**src/rtl/i2c_seq_pkg.sv**
```systemverilog
// Shared types for the I2C master sequencer.
// Assumes a byte of DATA_W bits and at most 2*DATA_W+2 phases per command.
package i2c_seq_pkg;
    localparam int DATA_W  = 8;
    localparam int NUM_CMD = 6;
    localparam int STEP_W  = $clog2(2 * DATA_W + 2);

    typedef enum logic [2:0] {
        OP_IDLE, OP_START, OP_RSTART, OP_STOP, OP_RX, OP_ACK, OP_TX
    } op_t;

    // Index of the final phase of each command
    function automatic logic [STEP_W-1:0] last_step(op_t op);
        case (op)
            OP_START, OP_ACK: return STEP_W'(1);
            OP_STOP:          return STEP_W'(2);
            OP_RSTART:        return STEP_W'(3);
            OP_RX:            return STEP_W'(2 * DATA_W - 1);
            OP_TX:            return STEP_W'(2 * DATA_W + 1);
            default:          return '0;
        endcase
    endfunction
endpackage

```
**src/rtl/i2c_phase_timer.sv**
```systemverilog
// Phase timer: pulses tick on the last cycle of each bus phase.
// Assumes restart is asserted only while run is low; divider 0 acts as 1.
module i2c_phase_timer #(
    parameter int DIV_W = 8
) (
    input  logic             clk,
    input  logic             rst_n,
    input  logic             restart,
    input  logic             run,
    input  logic [DIV_W-1:0] divider,
    output logic             tick
);
    logic [DIV_W-1:0] cnt;
    logic [DIV_W-1:0] lim;

    assign lim  = (divider == '0) ? '0 : divider - DIV_W'(1);
    assign tick = run && (cnt >= lim);

    // Count cycles inside the current phase
    always_ff @(posedge clk) begin
        if (!rst_n)                cnt <= '0;
        else if (restart || tick)  cnt <= '0;
        else if (run)              cnt <= cnt + DIV_W'(1);
    end
endmodule

```
**src/rtl/i2c_drive_map.sv**
```systemverilog
// Maps (command, phase) to the two drive-low enables.
// Purely combinational; odd phases of receive, acknowledge and transmit release SCL.
module i2c_drive_map
    import i2c_seq_pkg::*;
(
    input  op_t               op,
    input  logic [STEP_W-1:0] step,
    input  logic              ack_lo,
    input  logic [DATA_W-1:0] tx,
    output logic              scl_lo,
    output logic              sda_lo
);
    logic [STEP_W-2:0] bitn;
    logic [DATA_W-1:0] tx_sh;

    assign bitn  = step[STEP_W-1:1];
    assign tx_sh = tx << bitn;

    // Select the line pattern of this phase
    always_comb begin
        scl_lo = 1'b0;
        sda_lo = 1'b0;
        case (op)
            OP_START: begin scl_lo = step[0]; sda_lo = 1'b1; end
            OP_RSTART: begin
                scl_lo = (step == STEP_W'(0)) || (step == STEP_W'(3));
                sda_lo = step[1];
            end
            OP_STOP: begin
                scl_lo = (step == STEP_W'(0));
                sda_lo = (step != STEP_W'(2));
            end
            OP_RX:  scl_lo = ~step[0];
            OP_ACK: begin scl_lo = ~step[0]; sda_lo = ack_lo; end
            OP_TX: begin
                scl_lo = ~step[0];
                sda_lo = (32'(bitn) < DATA_W) ? ~tx_sh[DATA_W-1] : 1'b0;
            end
            default: ;
        endcase
    end
endmodule

```
**src/rtl/i2c_byte_shift.sv**
```systemverilog
// Serial-in shift register, MSB first, for the bits seen at each SCL release.
// Assumes sample is asserted once per bit.
module i2c_byte_shift
    import i2c_seq_pkg::*;
(
    input  logic              clk,
    input  logic              rst_n,
    input  logic              sample,
    input  logic              sda_in,
    output logic [DATA_W-1:0] shreg
);
    // Shift the sampled line level in at the low end
    always_ff @(posedge clk) begin
        if (!rst_n)      shreg <= '0;
        else if (sample) shreg <= {shreg[DATA_W-2:0], sda_in};
    end
endmodule

```
**src/rtl/i2c_cmd_master.sv**
```systemverilog
// I2C master primitive sequencer: runs one requested bus event at a time and
// clears its busy bit on completion. Assumes no other device stretches SCL.
module i2c_cmd_master
    import i2c_seq_pkg::*;
#(
    parameter int DIV_W = 8
) (
    input  logic               clk,
    input  logic               rst_n,
    input  logic [DIV_W-1:0]   divider,
    input  logic               bus_idle,
    input  logic               req_start,
    input  logic               req_rstart,
    input  logic               req_stop,
    input  logic               req_rx,
    input  logic               req_ack,
    input  logic               ack_data,
    input  logic               tx_write,
    input  logic [DATA_W-1:0]  tx_byte,
    input  logic               rx_read,
    input  logic               sda_in,
    output logic               scl_drive_low,
    output logic               sda_drive_low,
    output logic [NUM_CMD-1:0] cmd_busy,
    output logic [DATA_W-1:0]  rx_byte,
    output logic               rx_full,
    output logic               tx_nack,
    output logic               done_irq
);
    op_t               op, op_n, sel;
    logic [STEP_W-1:0] step, step_n;
    logic              ack_q, ack_n;
    logic [DATA_W-1:0] tx_q, tx_n, shreg;
    logic              accept, tick, fin, sample, map_scl, map_sda;

    // Pick the winning request by fixed priority
    always_comb begin
        sel = OP_IDLE;
        if (req_start && bus_idle) sel = OP_START;
        else if (req_rstart)       sel = OP_RSTART;
        else if (req_stop)         sel = OP_STOP;
        else if (req_rx)           sel = OP_RX;
        else if (req_ack)          sel = OP_ACK;
        else if (tx_write)         sel = OP_TX;
    end

    assign accept = (op == OP_IDLE) && (sel != OP_IDLE);
    assign fin    = tick && (step == last_step(op));
    assign sample = tick && !step[0] && ((op == OP_RX) || (op == OP_TX));
    assign ack_n  = accept ? ack_data : ack_q;
    assign tx_n   = accept ? tx_byte  : tx_q;

    // Next command and phase
    always_comb begin
        op_n   = op;
        step_n = step;
        if (accept) begin
            op_n   = sel;
            step_n = '0;
        end else if (fin) begin
            op_n   = OP_IDLE;
            step_n = '0;
        end else if (tick) begin
            step_n = step + STEP_W'(1);
        end
    end

    i2c_phase_timer #(.DIV_W(DIV_W)) timer_i (
        .clk(clk), .rst_n(rst_n), .restart(accept),
        .run(op != OP_IDLE), .divider(divider), .tick(tick)
    );

    i2c_drive_map map_i (
        .op(op_n), .step(step_n), .ack_lo(~ack_n), .tx(tx_n),
        .scl_lo(map_scl), .sda_lo(map_sda)
    );

    i2c_byte_shift shift_i (
        .clk(clk), .rst_n(rst_n), .sample(sample), .sda_in(sda_in), .shreg(shreg)
    );

    // Command state and captured operands
    always_ff @(posedge clk) begin
        if (!rst_n) begin
            op    <= OP_IDLE;
            step  <= '0;
            ack_q <= 1'b0;
            tx_q  <= '0;
        end else begin
            op    <= op_n;
            step  <= step_n;
            ack_q <= ack_n;
            tx_q  <= tx_n;
        end
    end

    // Line drivers: new pattern per phase, SCL parked low after data events
    always_ff @(posedge clk) begin
        if (!rst_n) begin
            scl_drive_low <= 1'b0;
            sda_drive_low <= 1'b0;
        end else if (fin) begin
            scl_drive_low <= (op != OP_STOP);
        end else if (accept || tick) begin
            scl_drive_low <= map_scl;
            sda_drive_low <= map_sda;
        end
    end

    // Completion pulse, received byte, full flag and acknowledge status
    always_ff @(posedge clk) begin
        if (!rst_n) begin
            done_irq <= 1'b0;
            rx_byte  <= '0;
            rx_full  <= 1'b0;
            tx_nack  <= 1'b0;
        end else begin
            done_irq <= fin;
            if (fin && (op == OP_RX)) begin
                rx_byte <= shreg;
                rx_full <= 1'b1;
            end else if (rx_read) begin
                rx_full <= 1'b0;
            end
            if (sample && (op == OP_TX) && (step == STEP_W'(2 * DATA_W)))
                tx_nack <= sda_in;
        end
    end

    // One busy bit per command kind, in priority order
    for (genvar i = 0; i < NUM_CMD; i++) begin : g_busy
        assign cmd_busy[i] = (op == op_t'(3'(i + 1)));
    end
endmodule

```
**config.mk**
```make
export PLATFORM = sky130hd
export DESIGN_NAME = i2c_cmd_master
export DESIGN_NICKNAME = d
export VERILOG_FILES = /design/src/rtl/i2c_seq_pkg.sv /design/src/rtl/i2c_phase_timer.sv /design/src/rtl/i2c_drive_map.sv /design/src/rtl/i2c_byte_shift.sv /design/src/rtl/i2c_cmd_master.sv
export SDC_FILE = /design/constraint.sdc
export NUM_CORES = 1
export LEC_CHECK = 0
export BUFFER_PORTS_ARGS = -buffer_cell sky130_fd_sc_hd__buf_2
export CAP_MARGIN = 20
export CORE_MARGIN = 4
export CORE_UTILIZATION = 42
export DETAILED_ROUTE_END_ITERATION = 8
export GPL_TIMING_DRIVEN = 0
export PLACE_DENSITY = 0.69
export SLEW_MARGIN = 0
export SYNTH_ARGS = -nofsm -noshare
export SYNTH_HDL_FRONTEND = slang
export SYNTH_SLANG_ARGS = --single-unit
```
**constraint.sdc**
```tcl
create_clock -name clk -period 6.5 [get_ports clk]
set_clock_uncertainty 0.2 [all_clocks]
set_input_delay 0.975 -clock clk [delete_from_list [all_inputs] [get_ports clk]]
set_output_delay 0.975 -clock clk [all_outputs]
set_load 0.05 [all_outputs]
```
# Word level (Yosys, flattened, before mapping)
# Cells that the tools add are included.
# Widths: inputs -> output; s select.
# word_totals
input_bits	28
reg_bits	46
out_inout_bits	19
# classes
n_addsub	3
order_cmp	2
n_bitwise	5
reduce_logical	24
shift	1
eq_ne	17
n_mux	22
# ops
operator	n
$pmux 5 s5	1
$mux 3	8
$eq 3x3->1 const B	6
$mux 8	2
$mux 5	3
$eq 3x2->1 const B	4
$logic_and 1x1->1	9
$add 8x1->8 const B	1
$ge 8x8->1	1
$logic_not 8->1	1
$shl 8x4->8	1
$sub 8x1->8 const B	1
$eq 3x1->1 const B	2
$mux 1	6
$reduce_bool 3->1	2
$add 5x1->5 const B	1
$eq 5x2->1 const B	1
$eq 5x5->1	1
$eq 5x5->1 const B	1
$logic_not 5->1	1
$ne 5x2->1 const B	1
$not 1->1	5
$pmux 1 s5	1
$lt 4x4->1 const B	1
other kinds (9)	13

# Depth between registers and ports, before layout
# logic_depth
word_depth	14
depth_mapped	17
ltp_nobuf	16

# Hierarchy
# From an unflattened synthesis, not the netlist that was laid out.
# unflattened
hier_cells	298
area_unflattened_um2	2735.1
# by_module_without_submodules
mod	n_inst	cells_per_inst	area_each_um2
i2c_cmd_master	1	174	1567.8
i2c_phase_timer	1	80	706.9
i2c_byte_shift	1	25	301.5
i2c_drive_map	1	19	158.9

# Least setup slack after synthesis
# OpenSTA, ideal clock, no wires.
# synth_timing
path_type	input-to-reg
startpoint	in divider[4]
endpoint	reg sda_drive_low
required_time_ns	6.226
arrival_ns	4.375
path_slack_ns	1.851
stages	14
setup_time_ns	0.074
path_buffers	0
path_cell_list	nor3_1 -> nand2_1 -> or4_1 -> and2_1 -> ha_1 -> nand2b_4 -> a2111oi_4 -> o31ai_4 -> and2_4 -> a32oi_4 -> mux2i_1 -> a2111o_1 -> a211o_1 -> a31oi_1
# synth_via
elab_chain_len	11
elab_cells_between_ends	25
# synth_rtl
element	line_no	source
start: declaration	i2c_cmd_master.sv:10	input logic [DIV_W-1:0] divider,
$sub 8x1->8 or $logic_not 8->1 (tied branches)	i2c_phase_timer.sv:16	assign lim = (divider == '0) ? '0 : divider - DIV_W'(1);
$mux 8 *	i2c_phase_timer.sv:16	
$ge 8x8->1 *	i2c_phase_timer.sv:17	assign tick = run && (cnt >= lim);
$logic_and 1x1->1 *	i2c_phase_timer.sv:17	
$mux 5 or $logic_and 1x1->1 (tied branches)	i2c_cmd_master.sv:63, i2c_cmd_master.sv:48	
$mux 5	i2c_cmd_master.sv:60	end else if (fin) begin
$mux 5	i2c_cmd_master.sv:57	if (accept) begin
$shl 8x4->8	i2c_drive_map.sv:17	assign tx_sh = tx << bitn;
$not 1->1	i2c_drive_map.sv:37	sda_lo = (32'(bitn) < DATA_W) ? ~tx_sh[DATA_W-1] : 1'b0;
$mux 1	i2c_drive_map.sv:37	
$pmux 1 s5	i2c_drive_map.sv:23	case (op)
end signal: assignment	i2c_cmd_master.sv:106	sda_drive_low <= map_sda;
end: declaration	i2c_cmd_master.sv:23	output logic sda_drive_low,
# Mark *: on every way between the ends. The rest lies on a longest branch, timed or not.
# A chain may end at the register's enable or synchronous reset.

# Worst setup path in the final report
# layout_timing
startpoint	in divider[3]
endpoint	reg sda_drive_low
# Same word-level chain as after synthesis.

==> results.toml <==
[drt]
ant_nets = 0
wirelength_microns = 5770
drc_errors = 0
vias = 2298
drt_iter0_drc = 120
avgViaCountPerCell = 5.25
drtPass1Iterations = 4
wl_per_cell_microns = 13.2

[critical_path]
crit_path_cell_trace = "buf_2 > nor3_1 > nand2_1 > or4_1 > and2_1 > ha_1 > nand2b_4 > a2111oi_4 > o31ai_4 > nand4_1 > a22oi_1 > nand2b_1 > a2111o_1 > a211o_1 > a31oi_1"
cp_top_family = "compound AO/OA/AOI/OAI gates"
critPathArrivalTime_ps = 5000
end_kind = "flip-flop"
cp_max_fo = 7
max_stage_delay_ps = 530
crit_slowest_cell = "or4_1"
crit_path_start_kind = "primary input"
crit_required_ps = 6540
cp_num_buf_inv = 1
worstSetupPathType = "in2reg"

[place]
dp_hpwl_microns = 4440
port_buffers = 46
place_congestion = 0.895

[cts]
cts_resized = 0
cts.path.max_buffers = 2
cts_tree = "built"
postCtsSetupBuffers = 0
insertion_delay_ps = 300
cts_buffers = 5
cts.sinks = 46
cts_root_buf = "clkbuf_8"
hold_buffers = 0
path_clk_slew_ps = 90
htreeDepth = 2

[pwr]
max-vdd-ir-drop_v = 0.000156
power_density_mw_per_mm2 = 227
leakagePower_nw = 1.39

[run]
maxCapViolations = 0

[synth]
synthCells = 309
synth_ff_type = "dfxtp_1"
syn_nets = 350
synth_compound_gate_area_share_pct = 16.0
yosysWarnings = 0
syn_area_sq_mm = 0.00267
synth-seq-area-share_pct = 34.6
synthMuxAreaShare_pct = 8.31
synthXorXnorAreaFrac_pct = 5.21
synth_cell_types = 61
synth_enable_flop_cells = 0
synth-simple-area-share_pct = 25.2
synth-seq-cells = 46
syn-mean-instance-area_sq_um = 8.62
synth_top_family_by_area = "simple AND/OR/NAND/NOR gates"
synthAdderAreaFrac_pct = 6.53
synthArstFlopShare_pct = 0

[cells_and_area]
multiInputGateArea_sq_mm = 0.00163
most-common-layout-cells = "nor2_1 (49), buf_2 (48), dfxtp_1 (46), nand2_1 (33), mux2i_1 (21)"
n_fill_cell = 570
final_common_cell = "nor2_1"
seq_area_sq_um = 921
syn2layout_area_growth_pct = 16.4
drive_gt1_share_pct = 22.3
layout.nets = 403
antenna_cells = 0

[floorplan]
coreArea_sq_mm = 0.00603
die_y_microns = 87.7
die_area_sq_mm = 0.00768
ios = 47
initial_core_util_pct = 44.2
die_x_microns = 87.7
placementRows = 28

[timing]
tns_ps = 0
whs_ps = 258
rsz0062_at_grt = "false"
max_slew_margin_pct = 63.7
slew_violations = 0
tightest_slew_ps = 545
fmax_mhz = 202
min_period_ps = 4960
final-setup-viol-count = 0
hold_viol = 0
post-route-period-util_pct = 76.3

[global_routing]
grt_first_pass_wirelength_microns = 10100
grt_overflow = 0
first_global_vias = 2277
track_usage_pct = 16.2
antenna_found_initial = 0
grt_max_degree = 16

[run_status]
outcome = "finished, final reports clean"

[hold_path]
hold_path_class = "reg2reg"
[state kept, by name, indices dropped and copies added, names as in the netlist, 3 cells and up]
register       cells
shift_i.shreg      8
step               5
tx_q               8
rx_byte            8
timer_i.cnt        8
op                 3
[worst paths after layout]
path / from / endpoint / slack [ps] / cells past startpoint
worst max-delay path: divider[3] / sda_drive_low / 1540 / 15
worst min-delay path: shift_i.shreg[7] / shift_i.shreg[7] / 260 / 2
worst max register to register: timer_i.cnt[0] / sda_drive_low / 3010 / 11
worst min register to register: shift_i.shreg[7] / shift_i.shreg[7] / 260 / 2
[report_power, final]
group          internal, mW  switching, mW  total (mW)
registers             0.295        0.00899       0.304
logic                0.0694          0.113       0.183
clock network         0.115          0.101       0.216
[per-stage QoR]
stage | instance area (sq um) | utilization [%] | total power [mW] | worst slack [ps] | cells
CTS | 3100 | 51.5 | 0.709 | 1540 | 438
floorplan | 2670 | - | 0.449 | 1850 | 309
finish | 3100 | 51.5 | 0.703 | 1540 | 438
detailed placement | 2990 | 49.6 | 0.494 | 1240 | 430
global placement | 2990 | 49.6 | 0.491 | 1330 | 430
global route | 3100 | 51.5 | 0.742 | 1150 | 438
[final cells by class]
cell class              count  share of cell area [%]
multi-input cells         241                    52.6
flip-flops and latches     46                    29.7
repair buffers             46                    7.42
well taps                  75                    3.03
plain buffers              11                    2.30
clock buffers               5                    2.22
clock inverters             3                    1.41
inverters                  11                    1.33
[worst min-delay path, delay by kind of cell (launching register included)]
kind | cells | cell delay [ps]
AND/OR/NAND/NOR | 1 | 50
flip-flops | 1 | 320
AO/OA/AOI/OAI | 1 | 50
[metal layers]
layer | GRT usage (%) | up-vias | share of wire, %
met3 | 2.82 | 8 | 4.6
li1 | - | 1180 | -
met2 | 27.9 | 51 | 51
met4 | 5.44 | 0 | 1.2
met1 | 20.4 | 1059 | 44
met5 | 0 | - | 0
[cells in the mapped netlist (2+ instances only)]
cell	n	area (sq um)
a21oi_1	20	100
nor2_1	49	184
mux2i_1	21	210
a31oi_1	3	18.8
nand3_1	16	80.1
nor3b_1	2	15.0
o31ai_4	2	42.5
nand4_1	5	31.3
nor3_1	9	45.0
ha_1	13	163
and3_1	2	12.5
and2_1	3	18.8
o21ai_0	4	20.0
nor2b_1	3	18.8
o21a_1	2	15.0
and3b_2	2	20.0
xor2_1	7	61.3
clkbuf_1	6	22.5
a22oi_1	2	15.0
nand2b_1	5	31.3
dfxtp_1	46	921
buf_2	2	10.0
xnor2_1	7	61.3
nand2_1	33	124
inv_1	9	33.8
[kinds of logic after synthesis]
logic type	count (synthesis)
and+or+nand+nor	139
AOI/OAI and AO/OA	51
DFF	46
buffers and inverters	22
muxes	22
xor gates and xnor gates	15
adders and majority gates	14
Power figures use the tool's default switching activity.
